<file path="src/rtl/sspw_pkg.sv">
package sspw_pkg;
    // Smallest size code that selects a real frame (4 bits).
    localparam int SSPW_MIN_CODE = 3;
    // Reserved frame format code.
    localparam logic [1:0] SSPW_FMT_RSVD = 2'b11;

    typedef enum logic [1:0] {
        ST_IDLE   = 2'd0,
        ST_SHIFT  = 2'd1,
        ST_FINISH = 2'd2
    } sspw_state_e;
endpackage

</file>
<file path="src/rtl/sspw_refsync.sv">
module sspw_refsync #(
    parameter int STAGES = 2
) (
    input  logic clk,
    input  logic rst_n,
    input  logic ext_ref,
    input  logic sel_ext,
    output logic tick
);
    // chain[STAGES-1] is the synchronized level; chain[STAGES] is its delayed copy.
    logic [STAGES:0] chain;

    always_ff @(posedge clk or negedge rst_n) begin
        if (!rst_n) begin
            chain <= '0;
        end else begin
            chain <= {chain[STAGES-1:0], ext_ref};
        end
    end

    assign tick = sel_ext ? (chain[STAGES-1] & ~chain[STAGES]) : 1'b1;

    // A synchronized rising edge cannot yield ticks on two cycles in a row.
    p_ext_tick_gap_r6: assert property (@(posedge clk) disable iff (!rst_n)
        (sel_ext && tick) |=> (!tick || !sel_ext));
endmodule

</file>
<file path="src/rtl/sspw_baudgen.sv">
module sspw_baudgen #(
    parameter int DIV_W = 8
) (
    input  logic             clk,
    input  logic             rst_n,
    input  logic             run,
    input  logic             ref_tick,
    input  logic [DIV_W-1:0] div,
    output logic             half_tick
);
    logic [DIV_W-1:0] cnt;

    always_ff @(posedge clk or negedge rst_n) begin
        if (!rst_n) begin
            cnt       <= '0;
            half_tick <= 1'b0;
        end else if (!run) begin
            cnt       <= '0;
            half_tick <= 1'b0;
        end else if (ref_tick) begin
            if (cnt == div) begin
                cnt       <= '0;
                half_tick <= 1'b1;
            end else begin
                cnt       <= cnt + 1'b1;
                half_tick <= 1'b0;
            end
        end else begin
            half_tick <= 1'b0;
        end
    end

    // The counter never passes the divisor while a frame runs.
    p_cnt_bound_r5: assert property (@(posedge clk) disable iff (!rst_n)
        run |-> (cnt <= div));
endmodule

</file>
<file path="src/rtl/sspw_engine.sv">
module sspw_engine
    import sspw_pkg::*;
#(
    parameter int MAX_W  = 16,
    parameter int CODE_W = 4,
    parameter int DIV_W  = 8
) (
    input  logic              clk,
    input  logic              rst_n,
    input  logic              cfg_en,
    input  logic [CODE_W-1:0] cfg_size,
    input  logic [1:0]        cfg_fmt,
    input  logic              cfg_extsel,
    input  logic [DIV_W-1:0]  cfg_div,
    input  logic              tx_valid,
    input  logic [MAX_W-1:0]  tx_data,
    input  logic              half_tick,
    input  logic              miso,
    output logic              run,
    output logic              lat_ext,
    output logic [DIV_W-1:0]  lat_div,
    output logic              tx_pop,
    output logic [MAX_W-1:0]  rx_data,
    output logic              rx_push,
    output logic              cfg_err,
    output logic              pins_oe,
    output logic              sclk,
    output logic              sel_n,
    output logic              mosi
);
    localparam logic [MAX_W-1:0] ALL_ONES = '1;

    sspw_state_e       state, state_nx;
    logic [CODE_W-1:0] lat_size;
    logic [CODE_W-1:0] bitcnt;
    logic [MAX_W-1:0]  tx_sh;
    logic [MAX_W-1:0]  rx_sh;
    logic              sclk_q;
    logic              sel_q;
    logic              cfg_ok;
    logic              go;
    logic              last_fall;

    assign cfg_ok    = (cfg_size >= CODE_W'(SSPW_MIN_CODE)) && (cfg_fmt != SSPW_FMT_RSVD);
    assign go        = cfg_en && tx_valid && cfg_ok;
    assign last_fall = half_tick && sclk_q && (bitcnt == lat_size);

    // State register
    always_ff @(posedge clk or negedge rst_n) begin
        if (!rst_n) begin
            state <= ST_IDLE;
        end else begin
            state <= state_nx;
        end
    end

    // Transitions: start, last-bit, abort, finish
    always_comb begin
        state_nx = state;
        unique case (state)
            ST_IDLE: begin
                if (go) state_nx = ST_SHIFT;
            end
            ST_SHIFT: begin
                if (!cfg_en)        state_nx = ST_IDLE;
                else if (last_fall) state_nx = ST_FINISH;
            end
            ST_FINISH: begin
                state_nx = ST_IDLE;
            end
            default: state_nx = ST_IDLE;
        endcase
    end

    // Datapath and registered outputs
    always_ff @(posedge clk or negedge rst_n) begin
        if (!rst_n) begin
            lat_size <= CODE_W'(SSPW_MIN_CODE);
            lat_ext  <= 1'b0;
            lat_div  <= '0;
            bitcnt   <= '0;
            tx_sh    <= '0;
            rx_sh    <= '0;
            rx_data  <= '0;
            sclk_q   <= 1'b0;
            sel_q    <= 1'b1;
            tx_pop   <= 1'b0;
            rx_push  <= 1'b0;
            cfg_err  <= 1'b0;
        end else begin
            tx_pop  <= 1'b0;
            rx_push <= 1'b0;
            cfg_err <= cfg_en && !cfg_ok;
            unique case (state)
                ST_IDLE: begin
                    sclk_q <= 1'b0;
                    if (go) begin
                        lat_size <= cfg_size;
                        lat_ext  <= cfg_extsel;
                        lat_div  <= cfg_div;
                        tx_sh    <= tx_data;
                        rx_sh    <= '0;
                        bitcnt   <= '0;
                        tx_pop   <= 1'b1;
                        sel_q    <= 1'b0;
                    end else begin
                        sel_q <= 1'b1;
                    end
                end
                ST_SHIFT: begin
                    if (!cfg_en) begin
                        sclk_q <= 1'b0;
                        sel_q  <= 1'b1;
                    end else if (half_tick) begin
                        if (!sclk_q) begin
                            sclk_q <= 1'b1;
                            rx_sh  <= {rx_sh[MAX_W-2:0], miso};
                        end else begin
                            sclk_q <= 1'b0;
                            if (bitcnt != lat_size) begin
                                bitcnt <= bitcnt + 1'b1;
                                tx_sh  <= tx_sh << 1;
                            end
                        end
                    end
                end
                ST_FINISH: begin
                    sel_q   <= 1'b1;
                    rx_data <= rx_sh;
                    rx_push <= 1'b1;
                end
                default: begin
                    sclk_q <= 1'b0;
                    sel_q  <= 1'b1;
                end
            endcase
        end
    end

    assign run     = (state == ST_SHIFT);
    assign sclk    = sclk_q;
    assign sel_n   = sel_q;
    assign mosi    = (state == ST_SHIFT) ? tx_sh[lat_size] : 1'b0;
    assign pins_oe = cfg_en;

    p_no_start_invalid_r2: assert property (@(posedge clk) disable iff (!rst_n)
        (state == ST_IDLE && !cfg_ok) |=> !tx_pop);

    p_zero_fill_r3: assert property (@(posedge clk) disable iff (!rst_n)
        rx_push |-> ((rx_data & ~(ALL_ONES >> (MAX_W - 1 - int'(lat_size)))) == '0));

    p_disabled_idle_r7: assert property (@(posedge clk) disable iff (!rst_n)
        !cfg_en |=> (state == ST_IDLE && !tx_pop));

    p_sel_low_r9: assert property (@(posedge clk) disable iff (!rst_n)
        (state == ST_SHIFT) |-> !sel_n);

    p_done_single_r10: assert property (@(posedge clk) disable iff (!rst_n)
        rx_push |=> !rx_push);

    p_cfg_frozen_r11: assert property (@(posedge clk) disable iff (!rst_n)
        (state == ST_SHIFT) |=> ($stable(lat_size) && $stable(lat_div)));
endmodule

</file>
<file path="src/rtl/sspw_master.sv">
module sspw_master #(
    parameter int MAX_W       = 16,
    parameter int CODE_W      = 4,
    parameter int DIV_W       = 8,
    parameter int SYNC_STAGES = 2
) (
    input  logic              clk,
    input  logic              rst_n,
    input  logic              cfg_en,
    input  logic [CODE_W-1:0] cfg_size,
    input  logic [1:0]        cfg_fmt,
    input  logic              cfg_extsel,
    input  logic [DIV_W-1:0]  cfg_div,
    input  logic              ext_ref,
    input  logic              tx_valid,
    input  logic [MAX_W-1:0]  tx_data,
    output logic              tx_pop,
    output logic [MAX_W-1:0]  rx_data,
    output logic              rx_push,
    output logic              cfg_err,
    output logic              pins_oe,
    output logic              sclk,
    output logic              sel_n,
    output logic              mosi,
    input  logic              miso
);
    logic             ref_tick;
    logic             half_tick;
    logic             run;
    logic             lat_ext;
    logic [DIV_W-1:0] lat_div;

    sspw_refsync #(.STAGES(SYNC_STAGES)) u_refsync (
        .clk     (clk),
        .rst_n   (rst_n),
        .ext_ref (ext_ref),
        .sel_ext (lat_ext),
        .tick    (ref_tick)
    );

    sspw_baudgen #(.DIV_W(DIV_W)) u_baudgen (
        .clk       (clk),
        .rst_n     (rst_n),
        .run       (run),
        .ref_tick  (ref_tick),
        .div       (lat_div),
        .half_tick (half_tick)
    );

    sspw_engine #(.MAX_W(MAX_W), .CODE_W(CODE_W), .DIV_W(DIV_W)) u_engine (
        .clk        (clk),
        .rst_n      (rst_n),
        .cfg_en     (cfg_en),
        .cfg_size   (cfg_size),
        .cfg_fmt    (cfg_fmt),
        .cfg_extsel (cfg_extsel),
        .cfg_div    (cfg_div),
        .tx_valid   (tx_valid),
        .tx_data    (tx_data),
        .half_tick  (half_tick),
        .miso       (miso),
        .run        (run),
        .lat_ext    (lat_ext),
        .lat_div    (lat_div),
        .tx_pop     (tx_pop),
        .rx_data    (rx_data),
        .rx_push    (rx_push),
        .cfg_err    (cfg_err),
        .pins_oe    (pins_oe),
        .sclk       (sclk),
        .sel_n      (sel_n),
        .mosi       (mosi)
    );
endmodule

</file>
<file path="config.mk">
export PLATFORM = sky130hd
export DESIGN_NAME = sspw_master
export DESIGN_NICKNAME = d
export VERILOG_FILES = /design/src/rtl/sspw_pkg.sv /design/src/rtl/sspw_refsync.sv /design/src/rtl/sspw_baudgen.sv /design/src/rtl/sspw_engine.sv /design/src/rtl/sspw_master.sv
export SDC_FILE = /design/constraint.sdc
export NUM_CORES = 1
export LEC_CHECK = 0
export BUFFER_PORTS_ARGS = -buffer_cell sky130_fd_sc_hd__buf_2
export CORE_MARGIN = 2
export CORE_UTILIZATION = 56
export CTS_CLUSTER_DIAMETER = 100
export DETAILED_ROUTE_END_ITERATION = 6
export PLACE_DENSITY = 0.87
export RECOVER_POWER = 25
export SLEW_MARGIN = 20
export SYNTH_ARGS = -nofsm -noshare
export SYNTH_HDL_FRONTEND = slang
export SYNTH_SLANG_ARGS = --single-unit
</file>
<file path="constraint.sdc">
create_clock -name clk -period 2.3 [get_ports clk]
set_input_delay 0 -clock clk [delete_from_list [all_inputs] [get_ports clk]]
set_output_delay 0 -clock clk [all_outputs]
set_load 0.005 [all_outputs]
</file>
======== After elaboration in Yosys (flattened, before gate mapping) ========
Cells that the tools add are included.
W data, S select, Z words.
storage, ports and cells
  bits of input ports ..................... 37
  logic and storage cells ................. 94
  register bits ........................... 84
  output and inout port bits .............. 23
cells by class
  $add $sub $neg .......................... 2
  equal/unequal tests ..................... 16
  bitwise operators ....................... 3
  reduce and logical (&&, ||, !) cells .... 14
  magnitude comparators ................... 2
  mux-type cells .......................... 41
operator list
  operator               number
  $mux W16               9
  $pmux W16 S2           2
  $mux W8                3
  $mux W4                5
  $mux W1                14
  $ne A2 B2 Y1 const B   6
  $add A8 B1 Y8 const B  1
  $eq A8 B8 Y1           1
  $pmux W4 S2            1
  $logic_and A1 B1 Y1    6
  $mux W2                3
  $ne A2 B1 Y1 const B   3
  $reduce_and A2 Y1      3
  $reduce_and A6 Y1      1
  $lt A4 B5 Y1 const B   1
  $reduce_and A5 Y1      1
  $add A4 B1 Y4 const B  1
  $bmux W1 S4            1
  $eq A4 B4 Y1           1
  $ge A4 B2 Y1 const B   1
  $ne A4 B4 Y1           1
  $pmux W1 S2            2
  $pmux W2 S2            1
  $ne A3 B2 Y1 const B   1
  other kinds (8)        9

======== Longest topological paths before layout ========
Gate-level depths: netlist (run 1).
  depth after elaboration ................. 6
  gate-level depth with buffers ........... 8
  mapped depth without buffers ............ 6

======== Hierarchy ========
A second synthesis (run 1) with hierarchy kept.
second synthesis, totals
  cell total of the unflattened synthesis .. 359
  area total of the unflattened synthesis .. 4053.9 µm²
by module, submodules not included
  module        cells each  seq. area each (µm²)  instances  area an instance (µm²)
  sspw_engine   296         1805.5                1          3353.2
  sspw_baudgen  58          225.2                 1          613.1
  sspw_refsync  5           75.1                  1          87.6

======== Worst setup path after synthesis (run 1) ========
OpenSTA, ideal clock, no wires.
  path type ............................... flip-flop to flip-flop
  start point ............................. register u_engine.lat_size[1]
  end point ............................... register u_engine.tx_sh[10]
  stages on the path, launching flop included .. 7
  setup slack ............................. 0.543 ns
  library setup time ...................... 0.127 ns
  required time ........................... 2.173 ns
  data arrival time ....................... 1.629 ns
  path buffers ............................ 2
  clock period less this slack ............ 1.757 ns
  path through ............................ dfstp_2 > buf_2 > xnor2_1 > nand4_1 > o221ai_2 > clkbuf_2 > o21ai_0
on the way
  longest elaborated chain between the ends .. 3
RTL lines
  item                         line                text
  from (decl)                  sspw_engine.sv:34   logic [CODE_W-1:0] lat_size;
  from (signal assigned)       sspw_engine.sv:78   lat_size <= CODE_W'(SSPW_MIN_CODE);
  from (signal assigned)       sspw_engine.sv:98   lat_size <= cfg_size;
  $ne A4 B4 Y1                 sspw_engine.sv:120  if (bitcnt != lat_size) begin
  $ne A2 B1 Y1 (no line)       --
  $reduce_and A6 Y1 (no line)  --
  to (signal assigned)         sspw_engine.sv:101  tx_sh <= tx_data;
  to (signal assigned)         sspw_engine.sv:122  tx_sh <= tx_sh << 1;
  to (decl)                    sspw_engine.sv:36   logic [MAX_W-1:0] tx_sh;
No other way between the ends.
A chain may end at the register's enable or synchronous reset.

======== Final worst setup path (run 1) ========
  start point ............................. register u_engine.lat_size[0]
  end point ............................... output port mosi
on the way
  longest elaborated chain between the ends .. 3
RTL lines
  item                           line                text
  $bmux W1 S4                    sspw_engine.sv:143  assign mosi = (state == ST_SHIFT) ? tx_sh[lat_size] : 1'b0;
  $mux W1 (not written as such)  sspw_engine.sv:143
  $mux W1                        sspw_engine.sv:143
  to (decl)                      sspw_master.sv:24   output logic mosi,
No other way between the ends. The select of a mux whose other input is x is not followed.

==> impl_results.md, run 1 <==
* Status: finished with violations
* Failing checks: max-capacitance violations, max-slew violations
* Post-synthesis to final-layout area growth at 24.2%
* Cell types with the highest counts after synthesis: sky130_fd_sc_hd__nand2_1 (149), sky130_fd_sc_hd__dfrtp_1 (81), sky130_fd_sc_hd__o21ai_0 (32), sky130_fd_sc_hd__mux2i_1 (15), sky130_fd_sc_hd__nand3_1 (11)
* Pre-CTS worst setup slack at 0.367 ns
* Main flop type after synthesis: sky130_fd_sc_hd__dfrtp_1
* Cell type with the largest total area after synthesis: sky130_fd_sc_hd__dfrtp_1
* Routed length per placed instance at 14.3 um
* Chip width at 86.6 um
* Setup violation total in the final timing report at 0
* Root Buffer: sky130_fd_sc_hd__clkbuf_8
* Shortest clock period the worst path allows after layout at 2.27 ns
* Number of top-level pins at 60
* Post-detailed-route count of antenna-violating nets at 0
* Actual transition at the worst max-transition pin at 1.79 ns
* Launch point of the worst hold path: cfg_fmt[0]
* Vias in the first global route at 3090
* Port bufs at 59
* Mapped Cells at 398
* Endpoint type of the worst setup path: primary output
* Slack of the critical path at 0.0275 ns
* Leakage power summed over all cells at 2.39 nW
* Placer Congestion at 0.815
* Total clock buffers created by CTS at 9
* Period utilization at 98.8%
* Yosys top cell area share at 53.0%
* Sw Ratio at 26.9%
* Leftover overflow at the end of global routing at 0
* Power density relative to cell area at 767 nW/um2
* Number of DRC violations after detailed routing at 0
* Final Net Count at 528
* Critical Path Source: u_engine.lat_size[0]$_DFFE_PN1P_
* Finished layout cell area at 4750 um2
* Most used standard cell by instance count after synthesis: sky130_fd_sc_hd__nand2_1
* Total power at 3.65 mW
* Clk pwr share at 34.6%
* Aggregate negative setup slack at 0 ns
* Drt via density at 5.39
* RR Endpoint: u_engine.bitcnt[0]$_DFFE_PN0P_
* Clock-pin transition on the worst setup and hold timing paths at 0.09 ns
* Number of DRC markers after the initial detailed-route iteration at 101
* Cell count of the worst reg-to-reg path at 7
* Hold/Removal Path Class: in2reg
* Portion of the post-synthesis area used by sequential elements at 55.1%
* Data arrival, critical path at 2.27 ns
* Number of cells in the finished layout apart from fillers at 574
* Post-detailed-routing wire length at 8220 um
* Yosys warns at 0
* Reg-to-reg critical path startpoint: u_engine.lat_size[0]$_DFFE_PN1P_
* Count of vias placed by the detailed router at 3096
* Cell with the largest stage delay on the worst path: sky130_fd_sc_hd__dfstp_2
* Synthesized Nets at 437
* Number of pins with negative max-slew slack in the final report at 85
* Endpoints failing hold at 0
* Cell area after placement at 4170 um2
* Maximum fanout count along the critical path at 5
* Worst Hold End: u_engine.cfg_err$_DFF_PN0_
* Wire length of the first global-routing pass at 14000 um
* Final worst clock skew at 0.0142 ns
* Pin count of the biggest net entering global routing at 85
* Clock tree from TritonCTS: built
* Post-synthesis async set-or-reset flop share at 100%
* Starting Density at 56.9%
* Net switching power of the design at 0.979 mW
* Hold slack at 0.0963 ns
* Largest incremental delay on the critical path at 0.60 ns
* Synthesis-stage register bit count at 84
* Clock Tree Buf Depth at 2
* Internal Pwr Total at 2.67 mW
* Worst setup slack for register-to-register paths at 0.25 ns
* Max transition margin at -19.2%
* # clock sinks at 84
* Synth area leaders: sky130_fd_sc_hd__dfrtp_1 (53%), sky130_fd_sc_hd__nand2_1 (15%), sky130_fd_sc_hd__o21ai_0 (4.2%)
* Height of the die at 86.6 um
* Layout cell share with drive strength beyond 1 at 18.4%
* EDFF count, synth at 0
* Rows at 30
* End-of-flow core utilization at 70.7%
* Share of power burned in registers at 49.3%
* Die area at 7510 um2
* Post-Synthesis Cell Area at 3820 um2
* Half-perimeter wire length after placement at 5080 um
* Cell depth of the worst min-delay path at 4
* Critical setup path kind: reg2out
* Unique cell type count in the Yosys netlist at 47
* Initial antenna violation count at 0
* Ordered list of cells on the worst path: mux4_1 > mux4_2 > and2_1 > buf_2
* Average size of a mapped cell at 9.61 um2
* Total track usage at 24.2%
* Clock latency on the worst-skew pair at 0.36 ns
* CORE AREA at 6720 um2
* Number of cells upsized or downsized after cts at 0
* CP Launch Type: flop
* Inst Count DP at 523
* Highest clock rate at 440 MHz
* H-tree levels at 3
* Count of inserted antenna diode cells at 0
* Max_cap viols at 1
* Required time at the worst-slack endpoint at 2.30 ns
* Comb pwr share at 16.0%
* Number of search-and-repair iterations in the first detailed-routing pass at 4
* Worst-case vdd ir drop at 0.563 mV
-- cell families (layout without fill, tap and decap cells) --
logic type,count (synthesis),after routing,synth area share [%]
AO/OA/AOI/OAI,57,57,9.29
adder cells (fa/ha/maj),2,2,0.654
XOR/XNOR,13,13,2.98
buffers and inverters,26,122,3.40
flip-flops,84,84,55.1
AND/OR/NAND/NOR,196,196,21.5
multiplexers,20,20,7.16
-- per-layer routing --
layer	up-vias	GRT usage, %	share of wire [%]	routed length, um
met5	-	0	0	0
met4	0	12.5	2.8	229
met3	22	4.48	3.9	321
met2	92	41.3	52	4230
met1	1476	29.4	42	3430
li1	1506	-	-	-
-- repair_timing --
item	4_1_cts	5_1_grt
endpoints found under the hold margin	114	0
hold buffers	33	0
setup endpoints to repair	0	1
buffers inserted	0	2
-- cell type report --
type / instances / area [um2]
timing repair buffer: 101 / 689
sequential: 84 / 2110
tap: 80 / 100
multi-input combinational: 288 / 1600
clock buffer: 10 / 128
fill: 485 / 1970
clock inverter: 6 / 113
inverter: 5 / 20.0
-- placed cells by master, fill, tap and decap left out, drive strengths merged, types with 2 or more instances in the layout --
cell type	netlist	final
nand2	149	149
dfrtp	81	81
buf	13	65
o21ai	36	36
dlygate4sd3	0	33
mux2i	15	15
clkbuf	8	13
nand3	11	11
nor2	10	10
xor2	8	8
xnor2	5	5
mux4	5	5
clkinv	2	5
and2	4	4
nor3	4	4
a32o	4	4
a21o	4	4
nand2b	3	3
inv	3	3
and3	3	3
bufinv	0	3
dfstp	3	3
nor2b	3	3
a21oi	3	3
nor4	2	2
a41oi	2	2
a31oi	2	2
ha	2	2
o22ai	2	2
-- flip-flops by register name, indices dropped and copies added, names as in the netlist --
signal,cells
u_engine.rx_data,16
u_engine.rx_sh,16
u_engine.tx_sh,16
u_baudgen.cnt,8
u_engine.lat_div,8
u_engine.bitcnt,4
u_engine.lat_size,4
u_refsync.chain,3
u_engine.state,2
u_baudgen.half_tick,1
u_engine.cfg_err,1
u_engine.lat_ext,1
u_engine.rx_push,1
u_engine.sclk,1
u_engine.sel_n,1
u_engine.tx_pop,1
-- power groups by stage --
stage,clock [mW],sequential [mW],combinational (mW)
6_report,1.26,1.80,0.584
5_1_grt,1.35,1.82,0.658
4_1_cts,1.28,1.80,0.569
3_5_place_dp,0,1.82,0.525
3_3_place_gp,0,1.81,0.501
2_1_floorplan,0,1.76,0.410
-- worst max path at each step --
stage | to | slack, ns | depth (start not counted)
after detailed placement | u_engine.bitcnt[0]$_DFFE_PN0P_ | 0.37 | 6
after global placement | mosi | 0.43 | 4
final | mosi | 0.03 | 4
after CTS | mosi | 0.001 | 4
after global routing | mosi | -0.006 | 4
after floorplan | u_engine.tx_sh[10]$_DFFE_PN0P_ | 0.54 | 6
-- worst max-delay path, delay by kind of cell (launching register included) --
kind / cells / cell delay (ns)
mux: 2 / 1.02
flops: 1 / 0.60
simple gates: 1 / 0.17
buf+inv: 1 / 0.12
No activity file was read; power rests on OpenSTA's default activity.
==> run 2, diff against run 1 <==
--- a/config.mk
+++ b/config.mk
@@ -5,12 +5,13 @@
 export SDC_FILE = /design/constraint.sdc
 export NUM_CORES = 1
 export LEC_CHECK = 0
+export ABC_AREA = 1
 export BUFFER_PORTS_ARGS = -buffer_cell sky130_fd_sc_hd__buf_2
 export CORE_MARGIN = 2
-export CORE_UTILIZATION = 56
+export CORE_UTILIZATION = 57
 export CTS_CLUSTER_DIAMETER = 100
 export DETAILED_ROUTE_END_ITERATION = 6
-export PLACE_DENSITY = 0.87
+export PLACE_DENSITY = 0.88
 export RECOVER_POWER = 25
 export SLEW_MARGIN = 20
 export SYNTH_ARGS = -nofsm -noshare
==> impl_results.md, run 2 <==
* Number of cells in the finished layout apart from fillers at 700 (+22%)
* Required time at the worst-slack endpoint at 2.60 ns (+0.30 ns)
* Dominant combinational cell family by area after synthesis: simple AND/OR/NAND/NOR gates
* Adder-cell area share of the yosys netlist at 0.612% (-0.042 points)
* Internal Pwr Total at 2.52 mW (-5.3%)
* Max transition margin at 34.9% (+54 points)
* Max_cap viols at 0 (-1)
* Share of synthesized area spent on multiplexers at 0% (-7.2 points)
* Clock-pin transition on the worst setup and hold timing paths at 0.09 ns (about the same)
* CP dominant cell by count: sky130_fd_sc_hd__nand2_1
* Worst setup slack for register-to-register paths at 0.45 ns (+0.20 ns)
* Most common library cell in the layout ignoring fill and taps: sky130_fd_sc_hd__nand2_1
* Clock tree from TritonCTS: built
* Total clock buffers created by CTS at 9 (unchanged)
* Critical Path Source: u_engine.state[1]$_DFFE_PN0P_
* Cell with the largest stage delay on the worst path: sky130_fd_sc_hd__dfrtp_1
* Setup bufs post-CTS at 0 (unchanged)
* EDFF count, synth at 0 (unchanged)
* CORE AREA at 6870 um2 (+2.2%)
* H-tree levels at 3 (unchanged)
* Total track usage at 25.0% (+0.75 points)
* Shortest clock period the worst path allows after layout at 1.85 ns (-0.419 ns)
* Maximum fanout count along the critical path at 24 (+19)
* Worst-case vdd ir drop at 0.409 mV (-27%)
* Clk pwr share at 32.3% (-2.3 points)
* Post-synthesis compound-gate area fraction at 7.22% (-2.1 points)
* Critical setup path kind: reg2reg
* Reg-to-reg critical path startpoint: u_engine.state[1]$_DFFE_PN0P_
* Placer Congestion at 0.899 (+10%)
* Post-detailed-routing wire length at 9130 um (+11%)
* Sw Ratio at 31.1% (+4.2 points)
* Number of DRC violations after detailed routing at 0 (unchanged)
* Layout cell share with drive strength beyond 1 at 16.7% (-1.7 points)
* Net switching power of the design at 1.14 mW (+16%)
* Post-synthesis async set-or-reset flop share at 100% (unchanged)
* Synth area leaders: sky130_fd_sc_hd__dfrtp_1 (50%), sky130_fd_sc_hd__nand2_1 (21%), sky130_fd_sc_hd__inv_1 (3.9%)
* Synthesis-stage register bit count at 84 (unchanged)
* Final Net Count at 638 (+21%)
* Most used standard cell by instance count after synthesis: sky130_fd_sc_hd__nand2_1
* Hold/Removal Path Class: in2reg
* Half-perimeter wire length after placement at 6030 um (+19%)
* Number of top-level pins at 60 (unchanged)
* Chip width at 88.7 um (+2.4%)
* Actual transition at the worst max-transition pin at 0.977 ns (-0.811 ns)
* Height of the die at 88.7 um (+2.4%)
* Number of DRC markers after the initial detailed-route iteration at 208 (+110%)
* Initial antenna violation count at 0 (unchanged)
* Drt via density at 5.19 (-3.7%)
* Post-detailed-route count of antenna-violating nets at 0 (unchanged)
* Aggregate negative setup slack at 0 ns (unchanged)
* Wire length of the first global-routing pass at 15100 um (+8.3%)
* Cell type with the largest total area after synthesis: sky130_fd_sc_hd__dfrtp_1
* Clock Tree Buf Depth at 2 (unchanged)
* Endpoints failing hold at 0 (unchanged)
* Unique cell type count in the Yosys netlist at 29 (-38%)
* Biggest regs: u_engine.rx_data x16, u_engine.rx_sh x16, u_engine.tx_sh x16
* Post-Synthesis Cell Area at 4090 um2 (+6.9%)
* Yosys warns at 0 (unchanged)
* Setup violation total in the final timing report at 0 (unchanged)
* Yosys top cell area share at 49.6% (-3.4 points)
* Count of inserted antenna diode cells at 0 (unchanged)
* CP Launch Type: flop
* Portion of the post-synthesis area used by sequential elements at 51.5% (-3.6 points)
* Die area at 7870 um2 (+4.8%)
* End-of-flow core utilization at 70.7% (about the same)
* Synthesized Nets at 564 (+29%)
* Data arrival, critical path at 2.16 ns (-0.11 ns)
* Endpoint type of the worst setup path: flop
* # clock sinks at 84 (unchanged)
* Highest clock rate at 540 MHz (+23%)
* Port bufs at 59 (unchanged)
* Number of pins with negative max-slew slack in the final report at 0 (-100%)
* Average size of a mapped cell at 7.79 um2 (-19%)
* Largest incremental delay on the critical path at 0.40 ns (-0.20 ns)
* Starting Density at 59.5% (+2.6 points)
* Root Buffer: sky130_fd_sc_hd__clkbuf_8
* Cell count of the worst reg-to-reg path at 9 (+2)
* Area fraction in and, or, nand and nor cells after synthesis at 30.7% (+9.2 points)
* Status: completed
* Clock latency on the worst-skew pair at 0.36 ns (about the same)
* Share of power burned in registers at 48.6% (-0.7 points)
* Ordered list of cells on the worst path: inv_2 > nand2_2 > inv_4 > nand2_1 > buf_4 > nand3_1 > buf_4 > nand2_1 > nand2_1
* Leakage power summed over all cells at 2.55 nW (+6.4%)
* Inst Count DP at 663 (+27%)
* Mapped Cells at 525 (+32%)
* Cell types with the highest counts after synthesis: sky130_fd_sc_hd__nand2_1 (232), sky130_fd_sc_hd__dfrtp_1 (81), sky130_fd_sc_hd__inv_1 (43), sky130_fd_sc_hd__o21ai_0 (27), sky130_fd_sc_hd__nand4_1 (23)
* Post-synthesis to final-layout area growth at 18.7%
* Power density relative to cell area at 755 nW/um2 (-1.6%)
* Setup repair after global routing missed its margin: no
* XOR/XNOR Fraction of Synth Area at 1.71% (-1.3 points)
* Final worst clock skew at 0.00959 ns (-0.00463 ns)
* Comb pwr share at 19.1% (+3.1 points)
* Main flop type after synthesis: sky130_fd_sc_hd__dfrtp_1
* Routed length per placed instance at 13.0 um (-8.9%)
* Capture point of the worst path: u_engine.bitcnt[1]$_DFFE_PN0P_
* Number of search-and-repair iterations in the first detailed-routing pass at 5 (+1)
* Pin count of the biggest net entering global routing at 47 (-45%)
* Count of vias placed by the detailed router at 3635 (+17%)
* Leftover overflow at the end of global routing at 0 (unchanged)
* Rows at 30 (unchanged)
* RR Endpoint: u_engine.bitcnt[1]$_DFFE_PN0P_
* Commonest non-fill, non-tap cells in the layout: sky130_fd_sc_hd__nand2_1 (232), sky130_fd_sc_hd__dfrtp_1 (81), sky130_fd_sc_hd__buf_2 (56), sky130_fd_sc_hd__inv_1 (43), sky130_fd_sc_hd__o21ai_0 (27)
* Period utilization at 80.6% (-18 points)
* Vias in the first global route at 3375 (+9.2%)
run 2: timing repair:
item | in CTS | in global routing
hold buffers | 21 | 0
hold endpoints to repair | 58 | 0
gates resized for setup | 0 | 0
run 2: logic make-up after synthesis:
| group | Yosys count |
|---|---|
| AO/OA/AOI/OAI | 57 |
| XOR/XNOR | 8 |
| adder cells (fa/ha/maj) | 2 |
| buffers and inverters | 73 |
| flip-flops | 84 |
| AND/OR/NAND/NOR | 301 |
run 2: worst min-delay path by stage:
| stage | from | to | depth (start not counted) |
|---|---|---|---|
| 4_1_cts | tx_data[6] | u_engine.tx_sh[6]$_DFFE_PN0P_ | 5 |
| 5_1_grt | tx_data[1] | u_engine.tx_sh[1]$_DFFE_PN0P_ | 5 |
| 6_report | tx_data[1] | u_engine.tx_sh[1]$_DFFE_PN0P_ | 5 |
| 2_1_floorplan | rst_n | u_baudgen.cnt[0]$_DFFE_PN0P_ | 0 |
| 3_3_place_gp | rst_n | u_engine.tx_sh[0]$_DFFE_PN0P_ | 1 |
| 3_5_place_dp | rst_n | u_engine.tx_sh[0]$_DFFE_PN0P_ | 1 |
run 2: power groups by stage:
stage               sequential, mW  combinational [mW]  clock (mW)
detailed placement            1.81               0.656           0
global route                  1.80               0.809        1.27
finish                        1.78               0.698        1.18
floorplan                     1.76               0.508           0
global placement              1.80               0.632           0
CTS                           1.78               0.697        1.20
run 2: metal layers:
| metal | global-route usage, % | routed length, um |
|---|---|---|
| met1 | 32.9 | 3940 |
| met2 | 41.7 | 4540 |
| met3 | 4.48 | 503 |
| met4 | 8.82 | 144 |
| met5 | 0 | 0 |
run 2: per-stage QoR:
step | power (mW) | setup slack [ns] | instance area (um2) | hold slack (ns)
finish | 3.66 | 0.447 | 4850 | 0.0104
global route | 3.88 | 0.284 | 4850 | 0.0454
CTS | 3.67 | 0.312 | 4850 | 0.00489
detailed placement | 2.46 | 0.324 | 4420 | 0.00117
global placement | 2.43 | 0.514 | 4420 | -0.00159
floorplan | 2.27 | 0.902 | 4090 | -0.296
run 2: critical path: cells and delay by family, from the launching register on:
kind | cells | cell delay (ns)
flip-flops | 1 | 0.40
AND/OR/NAND/NOR | 5 | 0.57
buffers and inverters | 4 | 0.82
run 2: cell type report:
cell class              instances  area [um2]
inverters                      49         186
well taps                      96         120
repair buffers                 87         568
flip-flops and latches         84        2110
clock buffers                   9         124
multi-input cells             368        1650
fillers                       545        2020
clock inverters                 7        97.6
